--- src/rtl/irq_arb_pkg.sv ---
// Package: shared widths and class codes for the interrupt acknowledge arbiter.
// Assumes the class index order is also the tie-break priority (0 highest).
package irq_arb_pkg;
    localparam int NCLS  = 3;
    localparam int LVL_W = 7;
    localparam int CLS_W = 2;

    typedef enum logic [CLS_W-1:0] {
        CLS_RX  = 2'd0,
        CLS_TX  = 2'd1,
        CLS_MDM = 2'd2
    } cls_e;
endpackage

--- src/rtl/irq_level_regs.sv ---
// Module: one match-level register per interrupt class.
// Assumes a select outside 0..NCLS-1 writes nothing; only bits LVL_W-1:0 are kept.
module irq_level_regs
    import irq_arb_pkg::*;
#(
    parameter int N = NCLS,
    parameter int W = LVL_W,
    parameter int SEL_W = CLS_W
) (
    input  logic               clk,
    input  logic               rst_n,
    input  logic               we,
    input  logic [SEL_W-1:0]   sel,
    input  logic [W-1:0]       wdata,
    output logic [N-1:0][W-1:0] lvl
);
    for (genvar g = 0; g < N; g++) begin : g_lvl
        // Store the level for class g when it is addressed.
        always_ff @(posedge clk) begin
            if (!rst_n)
                lvl[g] <= '0;
            else if (we && (sel == SEL_W'(g)))
                lvl[g] <= wdata;
        end
    end
endmodule

--- src/rtl/irq_countdown.sv ---
// Module: countdown timer feeding the modem/timer class.
// Assumes tick is a one-cycle prescaled strobe; a zero load is ignored.
module irq_countdown #(
    parameter int W = 8
) (
    input  logic         clk,
    input  logic         rst_n,
    input  logic         load,
    input  logic [W-1:0] value,
    input  logic         tick,
    output logic         expire
);
    logic [W-1:0] cnt;
    logic         load_ok;

    // A load only counts when it carries a nonzero value.
    assign load_ok = load && (value != '0);

    // Load, then decrement once per tick, holding at zero.
    always_ff @(posedge clk) begin
        if (!rst_n)
            cnt <= '0;
        else if (load_ok)
            cnt <= value;
        else if (tick && (cnt != '0))
            cnt <= cnt - 1'b1;
    end

    // Expiry fires on the tick that takes the count from one to zero.
    assign expire = tick && !load_ok && (cnt == W'(1));
endmodule

--- src/rtl/irq_class_sel.sv ---
// Module: compares the acknowledge address with each pending class level
// and picks one winner, lowest index first. Purely combinational.
module irq_class_sel
    import irq_arb_pkg::*;
#(
    parameter int N = NCLS,
    parameter int W = LVL_W,
    parameter int CW = CLS_W
) (
    input  logic [N-1:0][W-1:0] lvl,
    input  logic [N-1:0]        pend,
    input  logic [W-1:0]        addr,
    output logic [N-1:0]        grant,
    output logic                hit,
    output logic [CW-1:0]       code
);
    logic [N-1:0] eq;

    for (genvar g = 0; g < N; g++) begin : g_cmp
        assign eq[g] = pend[g] && (lvl[g] == addr);
    end

    // Isolate the lowest set bit: fixed priority by class index.
    assign grant = eq & (~eq + 1'b1);
    assign hit   = |eq;

    // Encode the one-hot winner into a class code.
    always_comb begin
        code = '0;
        for (int i = 0; i < N; i++)
            if (grant[i]) code = CW'(i);
    end
endmodule

--- src/rtl/irq_ack_arbiter.sv ---
// Module: top of the three-class interrupt acknowledge arbiter.
// Holds the request/active flags, detects the start of an acknowledge,
// grants one pending class whose level matches, and drives irq.
// Assumes iack is synchronous to clk and held for the whole acknowledge.
module irq_ack_arbiter
    import irq_arb_pkg::*;
#(
    parameter int TMR_W = 8
) (
    input  logic             clk,
    input  logic             rst_n,
    input  logic             cfg_we,
    input  logic [1:0]       cfg_sel,
    input  logic [7:0]       cfg_wdata,
    output logic [7:0]       lvl_rx_rd,
    output logic [7:0]       lvl_tx_rd,
    output logic [7:0]       lvl_mdm_rd,
    input  logic             req_rx,
    input  logic             req_tx,
    input  logic             req_mdm,
    input  logic             tmr_load,
    input  logic [TMR_W-1:0] tmr_value,
    input  logic             tmr_tick,
    input  logic             tx_nodata,
    input  logic             iack,
    input  logic [6:0]       ack_addr,
    output logic             irq,
    output logic             ack_valid,
    output logic [1:0]       ack_class,
    output logic [7:0]       stat_rx,
    output logic [7:0]       stat_tx,
    output logic [7:0]       stat_mdm
);
    logic [NCLS-1:0][LVL_W-1:0] lvl;
    logic [NCLS-1:0]            en, act, set_req, grant;
    logic                       hit, start, iack_q, tmr_exp, notx;
    logic [CLS_W-1:0]           code;
    logic                       unused_wdata_msb;

    assign unused_wdata_msb = cfg_wdata[7];

    irq_level_regs u_lvl (
        .clk   (clk),
        .rst_n (rst_n),
        .we    (cfg_we),
        .sel   (cfg_sel),
        .wdata (cfg_wdata[LVL_W-1:0]),
        .lvl   (lvl)
    );

    irq_countdown #(.W(TMR_W)) u_tmr (
        .clk    (clk),
        .rst_n  (rst_n),
        .load   (tmr_load),
        .value  (tmr_value),
        .tick   (tmr_tick),
        .expire (tmr_exp)
    );

    irq_class_sel u_sel (
        .lvl   (lvl),
        .pend  (en),
        .addr  (ack_addr),
        .grant (grant),
        .hit   (hit),
        .code  (code)
    );

    // Request sources per class; the timer shares the modem class.
    assign set_req = {req_mdm | tmr_exp, req_tx, req_rx};
    assign start   = iack && !iack_q;

    // Flag update: grant clears request and sets active; new requests win.
    always_ff @(posedge clk) begin
        if (!rst_n) begin
            en        <= '0;
            act       <= '0;
            iack_q    <= 1'b0;
            ack_valid <= 1'b0;
            ack_class <= '0;
        end else begin
            iack_q    <= iack;
            ack_valid <= start && hit;
            if (start && hit)
                ack_class <= code;
            for (int i = 0; i < NCLS; i++) begin
                en[i]  <= (en[i] && !(start && grant[i])) || set_req[i];
                act[i] <= iack && (act[i] || (start && grant[i]));
            end
        end
    end

    // Transmit no-data mark: only during a transmit service, cleared on grant.
    always_ff @(posedge clk) begin
        if (!rst_n)
            notx <= 1'b0;
        else if (start && grant[CLS_TX])
            notx <= 1'b0;
        else if (tx_nodata && act[CLS_TX])
            notx <= 1'b1;
    end

    assign irq = |(en & ~act);

    assign lvl_rx_rd  = {1'b0, lvl[CLS_RX]};
    assign lvl_tx_rd  = {1'b0, lvl[CLS_TX]};
    assign lvl_mdm_rd = {1'b0, lvl[CLS_MDM]};

    assign stat_rx  = {en[CLS_RX],  act[CLS_RX],  6'b0};
    assign stat_tx  = {en[CLS_TX],  act[CLS_TX],  2'b0, notx, 3'b0};
    assign stat_mdm = {en[CLS_MDM], act[CLS_MDM], 6'b0};
endmodule

--- config.mk ---
export PLATFORM = sky130hd
export DESIGN_NAME = irq_ack_arbiter
export DESIGN_NICKNAME = d
export VERILOG_FILES = /design/src/rtl/irq_arb_pkg.sv /design/src/rtl/irq_level_regs.sv /design/src/rtl/irq_countdown.sv /design/src/rtl/irq_class_sel.sv /design/src/rtl/irq_ack_arbiter.sv
export SDC_FILE = /design/constraint.sdc
export NUM_CORES = 1
export LEC_CHECK = 0
export BUFFER_PORTS_ARGS = -buffer_cell sky130_fd_sc_hd__buf_4
export CORE_AREA = 2 2 68 70
export CTS_CLUSTER_SIZE = 40
export DETAILED_ROUTE_END_ITERATION = 16
export DIE_AREA = 0 0 70 72
export HOLD_SLACK_MARGIN = 0.05
export PLACE_DENSITY = 0.93
export SYNTH_ARGS = -nofsm -noshare
export SYNTH_HDL_FRONTEND = slang
export SYNTH_HIERARCHICAL = 1
export SYNTH_SLANG_ARGS = --single-unit
--- constraint.sdc ---
create_clock -name clk -period 4 [get_ports clk]
set_input_delay 0.8 -clock clk [delete_from_list [all_inputs] [get_ports clk]]
set_output_delay 0.8 -clock clk [all_outputs]
set_load 0.1 [all_outputs]
### Yosys cells after proc, flatten, opt, wreduce, memory -nomap -nowiden

Cells that the tools add are included.

* memory bits (read-only): 0
* input bits: 35
* bits in latches: 0
* RAM bits: 0
* logic and storage cells: 68
* output and inout bits: 52
* memories kept: 0
* flip-flop bits (word level): 40

* div/mod/pow operators: 0
* reductions and logical operators: 40
* $add $sub $neg: 2
* magnitude comparators: 0
* multiplexer cells: 4
* bitwise operators: 6
* equal/unequal tests: 6
* $mul: 0
* shifts and indexed selects: 0

Operators with widths (count)
* $logic_and A1 B1 Y1: 22
* $eq A7 B7 Y1: 3
* $mux W8: 2
* $reduce_bool A8 Y1: 2
* $eq A8 B1 Y1 const B: 1
* $sub A8 B1 Y8 const B: 1
* $and A3 B3 Y3: 2
* $logic_or A1 B1 Y1: 6
* $not A3 Y3: 2
* $reduce_or A3 Y1: 2
* $logic_not A1 Y1: 5
* $add A3 B1 Y3 const B: 1
* $eq A2 B1 Y1 const B: 1
* $eq A2 B2 Y1 const B: 1
* $logic_not A2 Y1: 1
* $mux W2: 1
* $reduce_bool A2 Y1: 1
* $reduce_or A2 Y1: 1
* $mux W1: 1
* $not A1 Y1: 1
* $or A1 B1 Y1: 1

### Depth between registers and ports, before layout

Gate-level depths: netlist of the first run.

* word-level depth: 9
* mapped depth: 7
* gate-level depth less buffers: 6

### By module

The synthesis of the first run kept the hierarchy.

By module, submodules not included
* irq_level_regs: sequential area each 420.4 um^2, instances 1, area each 798.3 um^2, cells each 79
* irq_ack_arbiter: sequential area each 220.2 um^2, instances 1, area each 576.8 um^2, cells each 63
* irq_countdown: sequential area each 160.2 um^2, instances 1, area each 529.3 um^2, cells each 66
* irq_class_sel: sequential area each 0.0 um^2, instances 1, area each 277.8 um^2, cells each 35

### Worst setup path after synthesis of the first run

No wires, ideal clock.

* path type: flip-flop to output port
* start: register en[2]
* end: output irq
* required time: 3200 ps
* cell stages (with the launch flop): 3
* data arrival time: 1924 ps
* setup slack: 1276 ps
* cells stage by stage: dfxtp_1 > nor2b_1 > a221o_1

* cells in the longest elaborated chain, start to end: 2

Ends and longest elaborated chain
* start: declaration: line irq_ack_arbiter.sv:35 `logic [NCLS-1:0] en, act, set_req, grant;`
* start signal: indexed assignment: line irq_ack_arbiter.sv:87 `en[i] <= (en[i] && !(start && grant[i])) || set_req[i];`
* $and A3 B3 Y3: line irq_ack_arbiter.sv:103 `assign irq = |(en & ~act);`
* $reduce_or A3 Y1: line irq_ack_arbiter.sv:103
* end: declaration: line irq_ack_arbiter.sv:27 `output logic irq,`

No other way between the ends.

### Final worst setup path of the first run

* start: input tmr_value[4]
* end: register en[2]

* cells in the longest elaborated chain, start to end: 7

Ends and longest elaborated chain
* start: declaration: line irq_ack_arbiter.sv:22 `input logic [TMR_W-1:0] tmr_value,`
* $reduce_bool A8 Y1: line irq_countdown.sv:17 `assign load_ok = load && (value != '0);`
* $logic_and A1 B1 Y1: line irq_countdown.sv:17
* $logic_not A1 Y1: line irq_countdown.sv:30 `assign expire = tick && !load_ok && (cnt == W'(1));`
* $logic_and A1 B1 Y1 (2 in series): line irq_countdown.sv:30
* via tmr_exp: line irq_ack_arbiter.sv:36 `logic hit, start, iack_q, tmr_exp, notx;`
* $or A1 B1 Y1: line irq_ack_arbiter.sv:70 `assign set_req = {req_mdm | tmr_exp, req_tx, req_rx};`
* $logic_or A1 B1 Y1: line irq_ack_arbiter.sv:87

The timed path passes the listed nets, and every way through them passes these cells.
A chain may end at the register's enable or synchronous reset.

==> run metrics, run 1 <==
DP Area=approximately 0.0026 sq mm; post-synth top area cell=dfxtp_1; Clock Sinks=40; Vias/cell=roughly 5.3; Fin Setup TNS=0 ns; gr usage total=0.206; Synth Register Bits=40; DR iter-0 viols=82; Synth Area in XOR/XNOR=0.0883; RSZ-0062 raised after global routing=no; endpoints failing hold=0; CP cell instances=buf_4 > or4_1 > o21ai_1 > buf_4 > nor4b_1 > o21ai_0 > o21ai_1; f_max=450 MHz; HP Class=reg -> reg; multiplexer share of the synthesized area=0.110; # IOs=87; synthesized-area fraction occupied by adder cells=0.0172; slowest stage cell, crit path=or4_1; largest family of logic cells by synthesized area=simple AND/OR/NAND/NOR gates; PostCTS Resize Cnt=0; Buf+Inv Stages, Crit Path=2; CTS root buffer=clkbuf_8; DRC Markers=0; Rel. slew slack=0.650; simple-gate share of the synthesized area=0.196; Clk pin slew, worst setup/hold paths=0.08 ns; cell area after layout=0.00269 sq mm; I/O Buffers=65; Nets=340; Starting Density=0.512; core area=~0.0043 sq mm; Post CTS Setup Buffer Count=0; Worst Clk Skew=0.00521 ns; hold_buf cts=0; row cnt=24; grt ovf=0; largest net degree at the start of global routing=just over 50; number of global-route vias before repair=1841; fin crit period=2.22 ns; Pleak=1.26 nW; ANT nets after route=0; layout cell share with drive strength beyond 1=0.271; Chip Height=72 um; Setup violations, final=0; HPWL Detailed=3880 um; final wirelength=5190 um; Netlist cell types=43; Setup crit start kind=input pin; DIE AREA=0.00504 sq mm; H-tree Lvls=2; PnR Total Power=1.08 mW; Worst-Skew Late Latency=0.29 ns; critical path's top delay family=simple AND/OR/NAND/NOR gates; post-synth top area share=0.367; YS warnings=6; chip width=70 um; TritonCTS buffer count=5; fin crit share=0.556; Post-Syn Area=0.00218 sq mm; area grow syn2layout=23.2%; actual slew at the worst max-slew pin=0.523 ns; CP Max Fanout=12; post-synthesis compound-gate area fraction=0.102; wire length per cell=14.6 um; WP data arrival=~2.5 ns; initial antenna violation count=0; Max clock buf depth=2; antenna fix cells=0; first-pass GRT wire length=8270 um; GPL Wtd Cong=0.814; Synth Instances=243; slowest stage delay, CP=around 0.56 ns; count of final max-slew check failures=0; Worst Path Class, Setup=in -> reg; syn avg cell area=about 9 sq um; VDD IR max=between 0.0002 and 0.00025 V; Seq/Total Area, Yosys=0.367; DR vias=1874; first-pass iteration count of the detailed router=4; hold_ws=0.461 ns; Area contributors post-synth=dfxtp_1 (37%), mux2i_1 (11%), buf_4 (8.3%); status=completed; Critical Path RT=4.23 ns; CTS tree=built; Worst Setup End Kind=register; max-cap violations=0; pwr dens=401 mW/mm^2
-- flip-flops by register name, summed over array words and instances (netlist names) --
signal     cells
notx           1
ack_class      2
u_lvl/lvl     21
act            3
ack_valid      1
u_tmr/cnt      8
iack_q         1
en             3
-- placed cells by master (no fill, tap or decap), drive strengths merged --
cell      instances
xnor2            10
nand3b            4
mux2i            24
o21ai            15
nor2b             3
a31oi             4
nand3             1
o41ai             1
buf              66
inv               5
ha                3
xor2             12
and3b             4
nor2              7
o211ai            1
o221a             1
nor3b             1
clkbuf            5
o221ai            1
nor4b             1
nand2            40
or3b              3
o31ai             1
nand4             4
conb             20
o21ba             1
o21a              1
nor4              3
or4               4
o2111ai           1
and2              3
clkinv            1
clkinvlp          1
a21oi             5
nor3              2
bufinv            1
a22o              2
dfxtp            40
a221o             1
-- worst paths after layout --
check / slack [ns] / end / startpoint / depth (start not counted)
setup / recovery: 1.78 / en[2] / tmr_value[4] / 7
hold / removal: 0.46 / ack_class[1] / ack_class[1] / 2
hold reg to reg: 0.46 / ack_class[1] / ack_class[1] / 2
setup reg to reg: 2.19 / act[2] / u_lvl/lvl[7] / 6
-- per-layer routing --
layer  vias up  share of wire  track usage
li1        910              -            -
met1       871           0.38        0.231
met2        83           0.52        0.369
met3        10          0.082       0.0708
met4         0          0.016       0.0705
met5         -              0            0
-- layout make-up --
class | instances | area [sq um]
sequential | 40 | 801
clock inverter | 3 | 42.5
clock buffer | 5 | 68.8
inverter | 5 | 18.8
tap | 52 | 65.1
multi-input combinational | 184 | 1200
timing repair buffer | 66 | 495
fill | 380 | 1580
-- report_power, final --
part | total (mW) | internal [mW] | switching (mW)
Sequential | 0.436 | 0.416 | 0.0202
Combinational | 0.311 | 0.0774 | 0.234
Clock | 0.330 | 0.185 | 0.145
Total | 1.08 | 0.678 | 0.400
-- worst reg2reg max path: stages, from the launching register on --
cell     delay, ns
dfxtp_1       0.34
xor2_1        0.17
nor4_1        0.39
nand4_1       0.20
nor3b_2       0.21
and3b_2       0.23
o21ba_1       0.16
-- cells by family after synthesis --
kind of cell,count (synthesis)
AO/OA/AOI/OAI,35
other,1
buffers and inverters,38
flip-flops,40
XOR/XNOR,22
AND/OR/NAND/NOR,80
adder cells (fa/ha/maj),3
multiplexers,24
-- cell usage after synthesis, drive strengths merged --
cell type / count
a21oi: 5
a221o: 1
a22o: 2
a31oi: 4
and2: 3
and3b: 4
buf: 32
clkbuf: 1
conb: 1
dfxtp: 40
ha: 3
inv: 5
mux2i: 24
nand2: 40
nand3: 1
nand3b: 4
nand4: 4
nor2: 7
nor2b: 3
nor3: 2
nor3b: 1
nor4: 3
nor4b: 1
o2111ai: 1
o211ai: 1
o21a: 1
o21ai: 15
o21ba: 1
o221a: 1
o221ai: 1
o31ai: 1
o41ai: 1
or3b: 3
or4: 4
xnor2: 10
xor2: 12
-- metrics by stage --
| step | utilization | std cells | setup WS [ns] |
|---|---|---|---|
| after floorplan | - | 262 | 1.28 |
| after global placement | 0.604 | 347 | 1.44 |
| after detailed placement | 0.604 | 347 | 1.47 |
| after CTS | 0.630 | 355 | 1.76 |
| after global routing | 0.630 | 355 | 1.59 |
| final | 0.630 | 355 | 1.78 |
Note: power is estimated with default switching activity, not from simulation.
==> run 2: changes to the inputs <==
--- a/config.mk
+++ b/config.mk
@@ -6,12 +6,12 @@
 export NUM_CORES = 1
 export LEC_CHECK = 0
 export BUFFER_PORTS_ARGS = -buffer_cell sky130_fd_sc_hd__buf_4
-export CORE_AREA = 2 2 68 70
+export CORE_AREA = 2 2 71 73
 export CTS_CLUSTER_SIZE = 40
 export DETAILED_ROUTE_END_ITERATION = 16
-export DIE_AREA = 0 0 70 72
+export DIE_AREA = 0 0 73 75
 export HOLD_SLACK_MARGIN = 0.05
-export PLACE_DENSITY = 0.93
+export PLACE_DENSITY = 0.87
 export SYNTH_ARGS = -nofsm -noshare
 export SYNTH_HDL_FRONTEND = slang
 export SYNTH_HIERARCHICAL = 1
==> constraint.sdc (replaced) <==
create_clock -name clk -period 2.15 [get_ports clk]
set_input_delay 0.43 -clock clk [delete_from_list [all_inputs] [get_ports clk]]
set_output_delay 0.43 -clock clk [all_outputs]
set_load 0.1 [all_outputs]
==> run 2 against run 1 <==
Worst setup slack worse by 1.4 ns; clock-buffer cell count up 1; non-clock buffer count unchanged; sequential power up 86%; largest power group unchanged; die area up 8.6%.
==> run metrics, run 2 (synthesis gave the netlist of run 1 again) <==
status=completed; chip width=73 um (+4.3%); Inst Count DP=349 (+0.58%); Setup crit start kind=register; switching power=0.733 mW (+83%); actual slew at the worst max-slew pin=0.553 ns (+0.0299 ns); RSZ-0062 raised after global routing=no; Starting Density=0.468 (-0.0435); DR vias=1856 (-0.96%); Chip Height=75 um (+4.2%); grt ovf=0 (unchanged); fin cells=357 (+0.56%); layout cell share with drive strength beyond 1=0.310 (+0.0396); DRC Markers=0 (unchanged); row cnt=25 (+4.2%); # IOs=87 (unchanged); endpoints failing hold=0 (unchanged); area grow syn2layout=23.9%; CTS tree=built; gr usage total=0.188 (-0.0182); PostCTS Resize Cnt=0 (unchanged); cell area after layout=0.00270 sq mm (+0.56%); HPWL Detailed=3820 um (-1.4%); WP data arrival=1.96 ns (-0.49 ns); final wirelength=5010 um (-3.3%); wire length per cell=14.0 um (-3.9%); antenna fix cells=0 (unchanged); Setup violations, final=0 (unchanged); Clk pin slew, worst setup/hold paths=0.08 ns (about the same); largest net degree at the start of global routing=51 (unchanged); clock network power share=0.304 (-0.002); Flop pwr share=0.407 (+0.002); internal cell power=1.26 mW (+87%); largest register by flop count=u_lvl/lvl; DP Area=0.00259 sq mm (+0.73%); pre-CTS setup slack=0.244 ns (-1.22 ns); fill cell count=401 (+5.5%); ANT nets after route=0 (unchanged); CTS root buffer=clkbuf_8; Critical Path RT=2.33 ns (-1.90 ns); VDD IR max=0.000448 V (+80%); register area=816 sq um (+1.9%); count of final max-slew check failures=0 (unchanged); Worst Clk Skew=0.00686 ns (+0.00165 ns); initial antenna violation count=0 (unchanged); first-pass GRT wire length=7710 um (-6.8%); H-tree Lvls=2 (unchanged); Rel. slew slack=0.630 (-0.0200); HP Class=in -> reg; Clock Sinks=40 (unchanged); final core area utilization=0.580 (-0.0504); Worst Path Class, Setup=reg -> reg; Largest regs=u_lvl/lvl: 21 flops, u_tmr/cnt: 8 flops; max-cap violations=0 (unchanged); Worst-Skew Late Latency=0.30 ns (about the same); max reg flops=21 (unchanged); core area=0.00466 sq mm (+9.3%); hold_buf cts=0 (unchanged); pwr dens=739 mW/mm^2 (+84%); Pleak=1.26 nW (+0.56%); TritonCTS buffer count=5 (unchanged); number of global-route vias before repair=1689 (-8.3%); Net Sw Frac=0.367 (-0.00406); area taken by multi-input logic gates=0.00120 sq mm (+0.10%); Setup WS post-layout=0.375 ns (-1.40 ns); I/O Buffers=65 (unchanged); CP Max Fanout=6 (-6); hold_ws=0.351 ns (-0.110 ns); first-pass iteration count of the detailed router=4 (unchanged); PnR Total Power=2.00 mW (+85%); Vias/cell=5.20 (-1.5%); Nets=340 (unchanged); f_max=563 MHz; Worst Setup End Kind=register; Comb pwr share=0.290 (about the same); fin crit share=0.825; DIE AREA=0.00548 sq mm (+8.6%); Max clock buf depth=2 (unchanged); GPL Wtd Cong=0.857 (+5.3%); commonest cells after routing, fill and taps aside=buf_4 (66), nand2_1 (40), dfxtp_1 (28), mux2i_1 (24), conb_1 (20); Post CTS Setup Buffer Count=0 (unchanged); DR iter-0 viols=167 (+100%); Fin Setup TNS=0 ns (unchanged); fin crit period=1.77 ns; most common cell after layout, fill and taps aside=buf_4
## run 2: worst max-delay path, cell delays in order (launching register included)
cell	delay, ns
dfxtp_1	0.32
inv_1	0.12
ha_1	0.20
or3b_2	0.54
o21ai_0	0.26
xnor2_1	0.15
a21oi_1	0.08
## run 2: final timing paths
check | start | endpoint | slack [ns] | depth (start not counted)
max reg2reg | u_tmr/cnt[0] | u_tmr/cnt[0] | 0.38 | 6
max | u_tmr/cnt[0] | u_tmr/cnt[0] | 0.38 | 6
min reg2reg | ack_class[0] | ack_class[0] | 0.47 | 2
min | req_tx | en[1] | 0.35 | 2
## run 2: metal layers
metal  track usage  wire (um)
met2         0.304       2370
met3        0.0710        353
met4        0.0926        132
met5             0          0
met1         0.220       2160
## run 2: layout make-up
class	count	area share
sequential	40	0.302
clock buffer	6	0.0269
tap	54	0.0250
clock inverter	2	0.0130
timing repair buffer	66	0.183
multi-input combinational	184	0.443
inverter	5	0.00694
## run 2: power by group through the flow
stage	registers (mW)	logic (mW)	clock network (mW)
after floorplan	0.956	0.353	0
after global placement	0.827	0.566	0
after detailed placement	0.829	0.576	0
after CTS	0.812	0.577	0.617
after global routing	0.817	0.608	0.655
final	0.813	0.579	0.606
==> run 3: changes to the inputs <==
--- a/config.mk
+++ b/config.mk
@@ -6,12 +6,12 @@
 export NUM_CORES = 1
 export LEC_CHECK = 0
 export BUFFER_PORTS_ARGS = -buffer_cell sky130_fd_sc_hd__buf_4
-export CORE_AREA = 2 2 71 73
+export CORE_AREA = 2 2 74 76
 export CTS_CLUSTER_SIZE = 40
 export DETAILED_ROUTE_END_ITERATION = 16
-export DIE_AREA = 0 0 73 75
+export DIE_AREA = 0 0 76 78
 export HOLD_SLACK_MARGIN = 0.05
-export PLACE_DENSITY = 0.87
+export PLACE_DENSITY = 0.85
 export SYNTH_ARGS = -nofsm -noshare
 export SYNTH_HDL_FRONTEND = slang
 export SYNTH_HIERARCHICAL = 1
==> constraint.sdc (replaced) <==
create_clock -name clk -period 1.5 [get_ports clk]
set_input_delay 0.3 -clock clk [delete_from_list [all_inputs] [get_ports clk]]
set_output_delay 0.3 -clock clk [all_outputs]
set_load 0.1 [all_outputs]
==> run 3 against run 2 <==
The run now ends with negative setup slack left; clock-buffer cell count grew 1; sequential share of layout area decreased by 2.2 points; design area is 17% higher; fmax is 9.3% higher; die area up 8.3%; clock power is 60% higher; non-clock buffer count is 35 higher; first-iteration DRC count fell by 63%; sequential power is 40% higher; clock skew grew 0.00059 ns; combinational power up 66%; critical endpoint is now act[2]; largest power group unchanged.
==> run metrics, run 3 (synthesis gave the netlist of run 1 again) <==
I/O Buffers=65 (unchanged); Max clock buf depth=2 (unchanged); first-pass GRT wire length=8690 um (+13%); wire length per cell=12.8 um (-8.7%); final core area utilization=0.628 (+0.0482); most used routing layer=met2; M1 GR Usage=0.214 (-0.00581); # IOs=87 (unchanged); final wirelength=5230 um (+4.3%); Clk pin slew, worst setup/hold paths=0.08 ns (about the same); DR vias=1969 (+6.1%); number of global-route vias before repair=1896 (+12%); CTS tree=built; Nets=375 (+10%); GPL Wtd Cong=0.873 (+1.8%); internal cell power=1.99 mW (+57%); Chip Height=78 um (+4.0%); endpoints failing hold=0 (unchanged); CTS root buffer=clkbuf_8; Critical Path RT=1.68 ns (-0.65 ns); fill cell count=435 (+8.5%); grt ovf=0 (unchanged); Worst Setup End Kind=register; fin crit share=1.08 (+0.257); most common cell after layout, fill and taps aside=buf_4; layout cell share with drive strength beyond 1=0.476 (+0.166); Comb pwr share=0.313 (+0.023); largest register by flop count=u_lvl/lvl; Setup crit start kind=register; DRC Markers=0 (unchanged); met2 usage=0.315 (+0.0109); row cnt=26 (+4.0%); VDD IR max=0.000493 V (+10%); DR iter-0 viols=62 (-63%); count of final max-slew check failures=0 (unchanged); Setup violations, final=10 (+10); H-tree Lvls=2 (unchanged); Vias/cell=4.83 (-7.2%); area grow syn2layout=45.1%; HP Class=in -> reg; gr usage total=0.180 (-0.00788); largest net degree at the start of global routing=51 (unchanged); Worst Path Class, Setup=reg -> reg; fin crit period=1.62 ns (-0.152 ns); Starting Density=0.433 (-0.0354); Worst-Skew Late Latency=0.29 ns (about the same); Clock Sinks=40 (unchanged); Setup WS post-layout=-0.123 ns (-0.498 ns); Net Sw Frac=0.351 (-0.0156); WP data arrival=1.81 ns (-0.15 ns); clock network power share=0.316 (+0.012); CP Max Fanout=3 (-3); Fin Setup TNS=-0.697 ns (-0.697 ns); chip width=76 um (+4.1%); Largest regs=u_lvl/lvl: 21 flops, u_tmr/cnt: 8 flops; core area=0.00504 sq mm (+8.2%); TritonCTS buffer count=5 (unchanged); RSZ-0062 raised after global routing=yes; Worst Clk Skew=0.00745 ns (+0.000586 ns); f_max=616 MHz (+9.3%); initial antenna violation count=0 (unchanged); HPWL Detailed=4030 um (+5.4%); max-cap violations=0 (unchanged); hold_buf cts=0 (unchanged); commonest cells after routing, fill and taps aside=buf_4 (98), nand2_1 (39), mux2i_1 (24), conb_1 (20), dfxtp_4 (19); Pleak=1.48 nW (+18%); antenna fix cells=0 (unchanged); max reg flops=21 (unchanged); met3 GRT Util=0.0581 (-0.0128); ANT nets after route=0 (unchanged); switching power=1.08 mW (+47%); status=finished with violations; pre-CTS setup slack=-0.225 ns (-0.469 ns); failing checks=negative setup slack; pwr dens=968 mW/mm^2 (+31%); DIE AREA=0.00593 sq mm (+8.3%); first-pass iteration count of the detailed router=4 (unchanged); Flop pwr share=0.371 (-0.036)
==> run 3: cell count changes in the layout (fill, tap and decap cells not counted), moves of 2 or more <==
| cell | previous run | this run |
|---|---|---|
| buf_6 | 0 | 2 |
| buf_4 | 66 | 98 |
| inv_2 | 0 | 3 |
| or3b_4 | 0 | 2 |
| dfxtp_1 | 28 | 9 |
| or3b_2 | 2 | 0 |
| o21ai_2 | 0 | 2 |
| dfxtp_4 | 0 | 19 |
| inv_1 | 5 | 1 |
==> run 3: power groups by stage <==
| stage | registers [mW] | logic [mW] | clock network (mW) |
|---|---|---|---|
| floorplan | 1.35 | 0.513 | 0 |
| global placement | 1.16 | 0.895 | 0 |
| detailed placement | 1.16 | 0.908 | 0 |
| CTS | 1.13 | 0.934 | 0.988 |
| global route | 1.15 | 1.01 | 1.04 |
| finish | 1.14 | 0.960 | 0.969 |
==> run 3: path summary, 6_finish.rpt <==
path	endpoint	slack (ns)	start	depth (start not counted)
max reg2reg	act[2]	-0.12	u_lvl/lvl[11]	6
min reg2reg	ack_class[0]	0.47	ack_class[0]	2
max	act[2]	-0.12	u_lvl/lvl[11]	6
min	en[1]	0.23	req_tx	2
==> run 3: stage by stage <==
stage	power [mW]	instance area (sq um)	hold slack (ns)	cells
2_1_floorplan	1.87	2350	0.431	262
3_3_place_gp	2.05	2900	0.449	392
3_5_place_dp	2.07	2900	0.461	392
4_1_cts	3.06	3090	0.219	405
5_1_grt	3.20	3170	0.225	408
6_report	3.07	3170	0.227	408
==> run 3: metal layers <==
layer / part of all wire / up-vias / wire (um)
li1: - / 987 / -
met1: 0.41 / 914 / 2170
met4: 0.010 / 0 / 53
met5: 0 / - / 0
met2: 0.50 / 63 / 2610
met3: 0.076 / 5 / 398
==> run 3: critical path, cell delays in order, from the launching register on <==
cell     delay, ns
dfxtp_4       0.35
xor2_1        0.14
nor4_2        0.27
nand4_1       0.17
nor3b_2       0.20
and3b_2       0.22
o21ba_1       0.16
==> run 3: area by class of cell <==
class | instances | area (sq um) | share of cell area
well taps | 70 | 87.6 | 0.0277
clock buffers | 7 | 97.6 | 0.0308
inverters | 5 | 21.3 | 0.00672
flip-flops and latches | 40 | 887 | 0.280
clock inverters | 1 | 30.0 | 0.00948
repair buffers | 101 | 778 | 0.246
multi-input cells | 184 | 1260 | 0.399
==> run 3: timing repair <==
action,4_1_cts,5_1_grt
pin swaps,5,14
resized for setup,9,15
hold endpoints to repair,0,0
setup endpoints to repair,12,18
buffers inserted,5,3
